File: config.mk
export PLATFORM = sky130hd
export DESIGN_NAME = dit_top
export DESIGN_NICKNAME = d
export VERILOG_FILES = /design/src/rtl/dit_pkg.sv /design/src/rtl/dit_t1.sv /design/src/rtl/dit_t2.sv /design/src/rtl/dit_top.sv
export SDC_FILE = /design/constraint.sdc
export NUM_CORES = 1
export LEC_CHECK = 0
export BUFFER_PORTS_ARGS = -buffer_cell sky130_fd_sc_hd__buf_4
export CORE_ASPECT_RATIO = 0.9
export CORE_MARGIN = 4
export CORE_UTILIZATION = 28
export CTS_BUF_LIST = sky130_fd_sc_hd__clkbuf_16
export CTS_CLUSTER_DIAMETER = 50
export DETAILED_ROUTE_END_ITERATION = 10
export SYNTH_ARGS = -nofsm -noshare
export SYNTH_HDL_FRONTEND = slang
export SYNTH_SLANG_ARGS = --single-unit
export TNS_END_PERCENT = 50
File: constraint.sdc
create_clock -name clk -period 4.6 [get_ports clk]
set_clock_uncertainty 0.05 [all_clocks]
set_input_delay 0.69 -clock clk [delete_from_list [all_inputs] [get_ports clk]]
set_output_delay 0.69 -clock clk [all_outputs]
set_load 0.1 [all_outputs]
File: src/rtl/dit_pkg.sv
package dit_pkg;
  localparam int ADDR_W = 4;
  localparam logic [ADDR_W-1:0] A_T1_LO  = 4'h4;
  localparam logic [ADDR_W-1:0] A_T1_HI  = 4'h5;
  localparam logic [ADDR_W-1:0] A_T1L_LO = 4'h6;
  localparam logic [ADDR_W-1:0] A_T1L_HI = 4'h7;
  localparam logic [ADDR_W-1:0] A_T2_LO  = 4'h8;
  localparam logic [ADDR_W-1:0] A_T2_HI  = 4'h9;

  typedef struct packed {
    logic pin_en;
    logic free_run;
    logic t2_pulses;
  } aux_mode_t;
endpackage

File: src/rtl/dit_t1.sv
module dit_t1 #(
  parameter int BW = 8
) (
  input  logic            clk,
  input  logic            rst_n,
  input  logic            lo_wr,
  input  logic            hi_latch_wr,
  input  logic            load,
  input  logic [BW-1:0]   wdata,
  input  logic            rd_clr,
  input  logic            free_run,
  input  logic            pin_en,
  output logic [2*BW-1:0] cnt,
  output logic [2*BW-1:0] latch,
  output logic            flag,
  output logic            wave,
  output logic            hit
);
  localparam int CW = 2 * BW;

  function automatic logic [CW-1:0] dec1(input logic [CW-1:0] v);
    return (v == '0) ? v : v - 1'b1;
  endfunction

  logic [CW-1:0] load_val;
  assign load_val = {wdata, latch[BW-1:0]};
  assign hit      = !load && (cnt == CW'(1));

  always_ff @(posedge clk) begin
    if (!rst_n) begin
      cnt   <= '0;
      latch <= '0;
      flag  <= 1'b0;
      wave  <= 1'b1;
    end else if (load) begin
      latch[CW-1:BW] <= wdata;
      cnt            <= load_val;
      flag           <= 1'b0;
      if (pin_en && !free_run) wave <= 1'b0;
    end else begin
      if (lo_wr)       latch[BW-1:0]  <= wdata;
      if (hi_latch_wr) latch[CW-1:BW] <= wdata;
      if (hit) begin
        flag <= 1'b1;
        cnt  <= free_run ? latch : '0;
        if (pin_en) wave <= free_run ? ~wave : 1'b1;
      end else begin
        cnt <= dec1(cnt);
        if (rd_clr) flag <= 1'b0;
      end
    end
  end


  load_clr_chk: assert property (@(posedge clk) disable iff (!rst_n)
    load |=> (!flag && cnt == $past(load_val)));

  hit_flag_chk: assert property (@(posedge clk) disable iff (!rst_n)
    hit |=> flag);

  dec_chk: assert property (@(posedge clk) disable iff (!rst_n)
    (!load && cnt > CW'(1)) |=> (cnt == $past(cnt) - 1'b1));

  oneshot_hold_chk: assert property (@(posedge clk) disable iff (!rst_n)
    (!free_run && !load && cnt == '0) |=> (cnt == '0));

  toggle_chk: assert property (@(posedge clk) disable iff (!rst_n)
    (hit && free_run && pin_en) |=> (wave != $past(wave)));
endmodule

File: src/rtl/dit_t2.sv
module dit_t2 #(
  parameter int BW   = 8,
  parameter int SYNC = 2
) (
  input  logic            clk,
  input  logic            rst_n,
  input  logic            pulse_in,
  input  logic            pulse_mode,
  input  logic            lo_wr,
  input  logic            load,
  input  logic [BW-1:0]   wdata,
  input  logic            rd_clr,
  output logic [2*BW-1:0] cnt,
  output logic            flag,
  output logic            step,
  output logic            hit
);
  localparam int CW = 2 * BW;

  function automatic logic [CW-1:0] dec_if(input logic [CW-1:0] v, input logic en);
    return (en && v != '0) ? v - 1'b1 : v;
  endfunction

  logic [BW-1:0] lo_latch;
  logic [SYNC:0] sh;
  logic          fall;

  assign fall = sh[SYNC] & ~sh[SYNC-1];
  assign step = pulse_mode ? fall : 1'b1;
  assign hit  = !load && step && (cnt == CW'(1));

  always_ff @(posedge clk) begin
    if (!rst_n) sh <= '0;
    else        sh <= {sh[SYNC-1:0], pulse_in};
  end

  always_ff @(posedge clk) begin
    if (!rst_n) begin
      cnt      <= '0;
      lo_latch <= '0;
      flag     <= 1'b0;
    end else if (load) begin
      cnt  <= {wdata, lo_latch};
      flag <= 1'b0;
    end else begin
      if (lo_wr) lo_latch <= wdata;
      cnt <= dec_if(cnt, step);
      if (hit)         flag <= 1'b1;
      else if (rd_clr) flag <= 1'b0;
    end
  end


  no_step_hold_chk: assert property (@(posedge clk) disable iff (!rst_n)
    (!step && !load) |=> $stable(cnt));

  t2_flag_chk: assert property (@(posedge clk) disable iff (!rst_n)
    hit |=> flag);

  t2_load_chk: assert property (@(posedge clk) disable iff (!rst_n)
    load |=> !flag);
endmodule

File: src/rtl/dit_top.sv
module dit_top
  import dit_pkg::*;
#(
  parameter int BW   = 8,
  parameter int SYNC = 2
) (
  input  logic              clk,
  input  logic              rst_n,
  input  logic [ADDR_W-1:0] addr,
  input  logic [BW-1:0]     wdata,
  input  logic              wr_en,
  input  logic              rd_en,
  output logic [BW-1:0]     rdata,
  input  logic [2:0]        aux_mode,
  input  logic              pulse_in,
  output logic              t1_pin,
  output logic              t1_flag,
  output logic              t2_flag
);
  localparam int CW = 2 * BW;

  aux_mode_t     mode;
  logic [CW-1:0] t1_cnt, t1_latch, t2_cnt;
  logic          t1_hit, t2_hit, t2_step;
  logic [BW-1:0] rmux;

  assign mode = aux_mode_t'(aux_mode);

  dit_t1 #(.BW(BW)) u_t1 (
    .clk(clk), .rst_n(rst_n),
    .lo_wr(wr_en && (addr == A_T1_LO || addr == A_T1L_LO)),
    .hi_latch_wr(wr_en && addr == A_T1L_HI),
    .load(wr_en && addr == A_T1_HI),
    .wdata(wdata),
    .rd_clr(rd_en && addr == A_T1_LO),
    .free_run(mode.free_run), .pin_en(mode.pin_en),
    .cnt(t1_cnt), .latch(t1_latch), .flag(t1_flag),
    .wave(t1_pin), .hit(t1_hit)
  );

  dit_t2 #(.BW(BW), .SYNC(SYNC)) u_t2 (
    .clk(clk), .rst_n(rst_n), .pulse_in(pulse_in),
    .pulse_mode(mode.t2_pulses),
    .lo_wr(wr_en && addr == A_T2_LO),
    .load(wr_en && addr == A_T2_HI),
    .wdata(wdata),
    .rd_clr(rd_en && addr == A_T2_LO),
    .cnt(t2_cnt), .flag(t2_flag), .step(t2_step), .hit(t2_hit)
  );

  always_comb begin
    case (addr)
      A_T1_LO:  rmux = t1_cnt[BW-1:0];
      A_T1_HI:  rmux = t1_cnt[CW-1:BW];
      A_T1L_LO: rmux = t1_latch[BW-1:0];
      A_T1L_HI: rmux = t1_latch[CW-1:BW];
      A_T2_LO:  rmux = t2_cnt[BW-1:0];
      A_T2_HI:  rmux = t2_cnt[CW-1:BW];
      default:  rmux = '0;
    endcase
  end
  assign rdata = rd_en ? rmux : '0;


  rd_other_keep_chk: assert property (@(posedge clk) disable iff (!rst_n)
    (rd_en && addr != A_T1_LO && !wr_en && !t1_hit && t1_flag) |=> t1_flag);

  idle_rdata_chk: assert property (@(posedge clk) disable iff (!rst_n)
    !rd_en |-> (rdata == '0));
endmodule

---- Word level (Yosys, flattened, before mapping) ----
Cells that the tools add are included.
cells by class
  magnitude comparators ................... 0
  shifts and indexed selects .............. 0
  eq/ne operators ......................... 10
  multiply operators ...................... 0
  multiplexer cells ....................... 20
  reduce and logical (&&, ||, !) cells .... 29
  div/mod/pow operators ................... 0
  add/sub/neg operators ................... 2
  bitwise gates (word level) .............. 6
operator list
  kind                   count
  $mux 16                6
  $pmux 8 s6             1
  $eq 16x1->1 const B    2
  $sub 16x1->16 const B  2
  $mux 8                 3
  $eq 4x3->1 const B     4
  $logic_not 16->1       1
  $reduce_bool 16->1     1
  $logic_and 1x1->1      12
  $reduce_bool 2->1      6
  $mux 1                 10
  $eq 4x4->1 const B     2
  $not 1->1              5
  $reduce_and 2->1       2
  $reduce_or 2->1        2
  $logic_not 1->1        3
  $ne 3x2->1 const B     1
  $reduce_and 3->1       1
  $ne 2x2->1 const B     1
  $and 1x1->1            1
  $logic_or 1x1->1       1
word-level totals
  logic and storage cells ................. 76
  bits in read-only memories .............. 0
  output and inout port bits .............. 11
  bits in latches ......................... 0
  RAM bits ................................ 0
  memories ................................ 0
  flip-flop bits (word level) ............. 62

---- Logic depth before layout (Yosys ltp) ----
  depth after elaboration ................. 6
  depth in mapped cells ................... 9
  mapped depth without buffers ............ 7

---- By module ----
From an unflattened synthesis, not the netlist that was laid out.
unflattened totals
  cell total of the unflattened synthesis .. 451
  area total of the unflattened synthesis .. 3878.7 um^2
modules (own cells, without submodules)
  module   times used  cells an instance  area an instance (um^2)
  dit_t1   1           201                1704.1
  dit_t2   1           178                1559.0
  dit_top  1           72                 615.6

---- Worst setup path before layout ----
No wires, ideal clock.
  kind .................................... input port to output port
  start ................................... in addr[0]
  end ..................................... out rdata[6]
  arrival ................................. 2969 ps
  buffers on the path ..................... 3
  setup slack ............................. 891 ps
  cell stages on the path ................. 6
  cells stage by stage .................... buf_2 -> buf_2 -> clkbuf_1 -> a22oi_1 -> o221a_2 -> nor2_1
between the ends
  word-level cells in the longest chain between the ends .. 3
  elaborated cells between the ends (all ways) .. 8
  classes of those cells .................. 6 x eq/ne; 2 x mux
RTL lines
  item                                      line           RTL
  from (decl)                               dit_top.sv:9   input logic [ADDR_W-1:0] addr,
  $eq 4x4->1 or $eq 4x3->1 (tied branches)  dit_top.sv:52  case (addr)
  $pmux 8 s6 *                              dit_top.sv:52
  $mux 8 *                                  dit_top.sv:62  assign rdata = rd_en ? rmux : '0;
  to (decl)                                 dit_top.sv:13  output logic [BW-1:0] rdata,
Mark *: on every way between the ends. The rest lies on a longest branch, timed or not.

---- Worst setup path after layout ----
  start ................................... in addr[1]
  end ..................................... out rdata[7]
Same word-level chain as after synthesis.

==> results.tsv <==
metric	value	unit
number of sinks on the clock net	62	
count of H-tree levels built during CTS	3	
pin count of the biggest net entering global routing	35	
synthesized cell area	3583	um2
number of top-level pins	31	
Max Fanout on Critical Path	16	
cell count after synthesis	433	
Crit path buffers/inverters	2	
required time at the endpoint of the critical path	3.86	ns
worst stage delay on the critical path	0.56	ns
sequential cell area in the final layout	1241	um2
critical path's most frequent cell	buf_4	
# setup viols final	0	
wire length of the first global-routing pass	17.63	mm
fin cells	616	
I/O Buffers	30	
number of instances resized during post-cts repair	0	
remaining antenna violation count after routing	0	
Slew headroom	51.40	%
nature of the critical path startpoint	input port	
Synth area leaders	dfxtp_1 35%, nand2_1 6.7%, a21oi_1 6.3%	
result of the run	complete, no violations	
Final Net Count	476	
antenna violations before repair	0	
Core Region	12270	um2
part of the cycle the worst path needs	67.36	%
class of the tightest hold or removal check	register to register	
max-slew violation count	0	
synthesized area divided by synthesized cell count	8.276	um2
final hold violation count	0	
cell accounting for the most synthesized area	dfxtp_1	
horizontal extent of the die	127.2	um
final WL	11.20	mm
Final Wtd Congestion	0.9178	
cells along the critical path	buf_4 -> nor3b_2 -> o21ai_1 -> nor2_1 -> buf_4	
P per Cell Area	612.0	nW/um2
global-route usage over all layers	15.51	%
hold_buf cts	0	
clock root buffer	clkbuf_16	
router iterations before antenna repair	5	
Area growth syn-to-layout	16.41	%
fraction of final layout cells sized beyond drive strength 1	18.42	%
EDFF count, synth	0	
Clock transition at path regs	0.05	ns
total global routing overflow	0	
most common flop cell mapped by yosys	dfxtp_1	
drt via density	5.516	
CP endpoint kind	output port	
TritonCTS clock tree	built	
Clock Tree Buf Depth	2	
max frequency	0.3227	GHz
fraction of synthesized cell area taken by the top area cell type	34.64	%
reg2reg setup slack	2.14	ns
number of remaining DRC errors	0	
later-pin clock latency in the skew report	0.33	ns
Synth async-reset ratio	0	%
critical-path cell with the highest stage delay	nor3b_2	
reported leakage power	1.497	nW
via count of the first global-routing pass	3124	
slew at the pin closest to its max-slew limit	0.7241	ns
DRC violation total after the first TritonRoute iteration	334	
HPWL after detailed placement	8.093	mm
sequential share of the synthesized area	34.64	%
routed length per instance	18.17	um
FILL cells	1298	
number of cell rows	38	
total vias in the final route	3398	
CTS buffer count	9	
unrepaired setup endpoints after global routing	false	
post-synthesis register bit count	62	
sum of negative setup slack	0	ns
cell class contributing the biggest share of worst-path delay	simple AND/OR/NAND/NOR gates	
CP Class	input port to output port	
post-CTS repair timing setup buffer count	0	
ANT cells	0	
Post-Route Hold Slack	0.3796	ns
minimum clock period	3.099	ns
Total Die Area	14670	um2
starting utilization of the core area	29.21	%
area of the multi-input gates	2193	um2
Vert. Die Dim	115.3	um
number of cells after detailed placement	600	
endpoint arrival time on the critical path	2.36	ns
count of max-cap constraint violations	0	
Post-Synthesis Net Count	458	
number of distinct library cells after synthesis	60	
worst voltage drop across the vdd grid	146.6	uV
count of yosys warnings during synthesis	0	
## cell usage in the layout (no fill, tap or decap), drive strengths merged, types with 3 or more instances in the layout
master,synthesis,routed
nand4b,6,6
nor3,13,13
nand2b,3,3
xor2,18,18
clkinv,0,4
o221a,3,3
a21oi,45,45
clkbuf,16,9
nor3b,5,5
and2,4,4
ha,5,5
and3,4,4
a32oi,3,3
xnor2,4,4
inv,6,8
o21ai,20,20
dfxtp,62,62
nand3,17,17
nand4,9,9
nor2,35,35
a31oi,6,6
a211oi,5,5
mux2,10,10
nand2,64,64
a22o,8,8
buf,11,34
nor4,6,6
nor2b,4,4
a22oi,9,9
and4,4,4
o21a,6,6
a222oi,5,5
## report_power, final
group          total, mW  switching [mW]  internal (mW)  leakage, nW
clock              0.592           0.237          0.355        0.135
sequential         0.854           0.198          0.656        0.506
combinational       1.11           0.613          0.494        0.856
## kinds of logic (layout without fill, tap and decap cells)
logic type	count (synthesis)	after routing	synth area share [%]
AO/OA/AOI/OAI	118	118	21.72
AND/OR/NAND/NOR	181	181	28.67
adder cells (fa/ha/maj)	5	5	1.746
XOR/XNOR	22	22	5.377
buffers and inverters	33	56	4.155
multiplexers	12	12	3.701
flip-flops	62	62	34.64
## synth_stat cells, types with 2 or more instances
cell	instances
clkbuf_1	16
a22oi_1	9
a31oi_1	6
nor2b_1	4
a32oi_1	3
nand4_1	8
and3_1	4
and2_1	4
and4_1	3
nor4_2	3
buf_4	2
dfxtp_1	62
nand2b_1	2
xor2_1	18
o21a_1	6
nor3_1	10
a311oi_1	2
mux2_2	10
a21oi_1	45
a222oi_1	5
ha_1	5
nand2_1	64
a211oi_2	3
nand4b_1	6
o21ai_0	19
xnor2_1	4
nor2_1	34
o221a_2	3
inv_1	6
nor3b_2	3
nor4_4	2
a211oi_1	2
nor3_2	3
buf_2	8
nand3_1	16
a22o_1	8
mux2i_1	2
## per-stage QoR
step           util, %  power (mW)  area, um2  worst slack [ns]
3_5_place_dp     31.90       1.945       3913             1.525
2_1_floorplan        -       1.705       3583            0.8915
6_report         34.01       2.553       4172             1.501
5_1_grt          34.01       2.718       4172             1.364
4_1_cts          34.01       2.546       4172             1.524
3_3_place_gp     31.90       1.934       3913             1.624
## state kept, by name, summed over array words and instances (netlist names)
signal	flops
u_t2.cnt	16
u_t2.lo_latch	8
u_t1.flag	1
u_t1.latch	16
u_t2.sh	3
u_t2.flag	1
u_t1.cnt	16
u_t1.wave	1
## layer usage
metal | share of wire, % | wire (um) | vias to the layer above | global-route usage (%)
li1 | - | - | 1628 | -
met1 | 48 | 5366 | 1627 | 23.07
met2 | 43 | 4801 | 138 | 22.67
met3 | 8.4 | 943 | 5 | 3.065
met4 | 0.75 | 84 | 0 | 4.360
met5 | 0 | 0 | - | 0
## path summary, 6_finish.rpt
path                            depth (start not counted)                     start                  endpoint
worst max-delay path                                    5                   addr[1]                  rdata[7]
worst min-delay path                                    1     u_t2.sh[0]$_SDFF_PN0_     u_t2.sh[1]$_SDFF_PN0_
worst max register to register                          7  u_t1.cnt[1]$_SDFFE_PN0P_  u_t1.cnt[0]$_SDFFE_PN0P_
worst min register to register                          1     u_t2.sh[0]$_SDFF_PN0_     u_t2.sh[1]$_SDFF_PN0_
## final cells by class
type | instances | area share (%)
Sequential cell | 62 | 29.75
Clock buffer | 9 | 5.399
Tap cell | 160 | 4.799
Inverter | 6 | 0.5399
Multi-Input combinational cell | 338 | 52.58
Clock inverter | 7 | 0.8098
Timing Repair Buffer | 34 | 6.119
(Power assumes the default switching activity.)
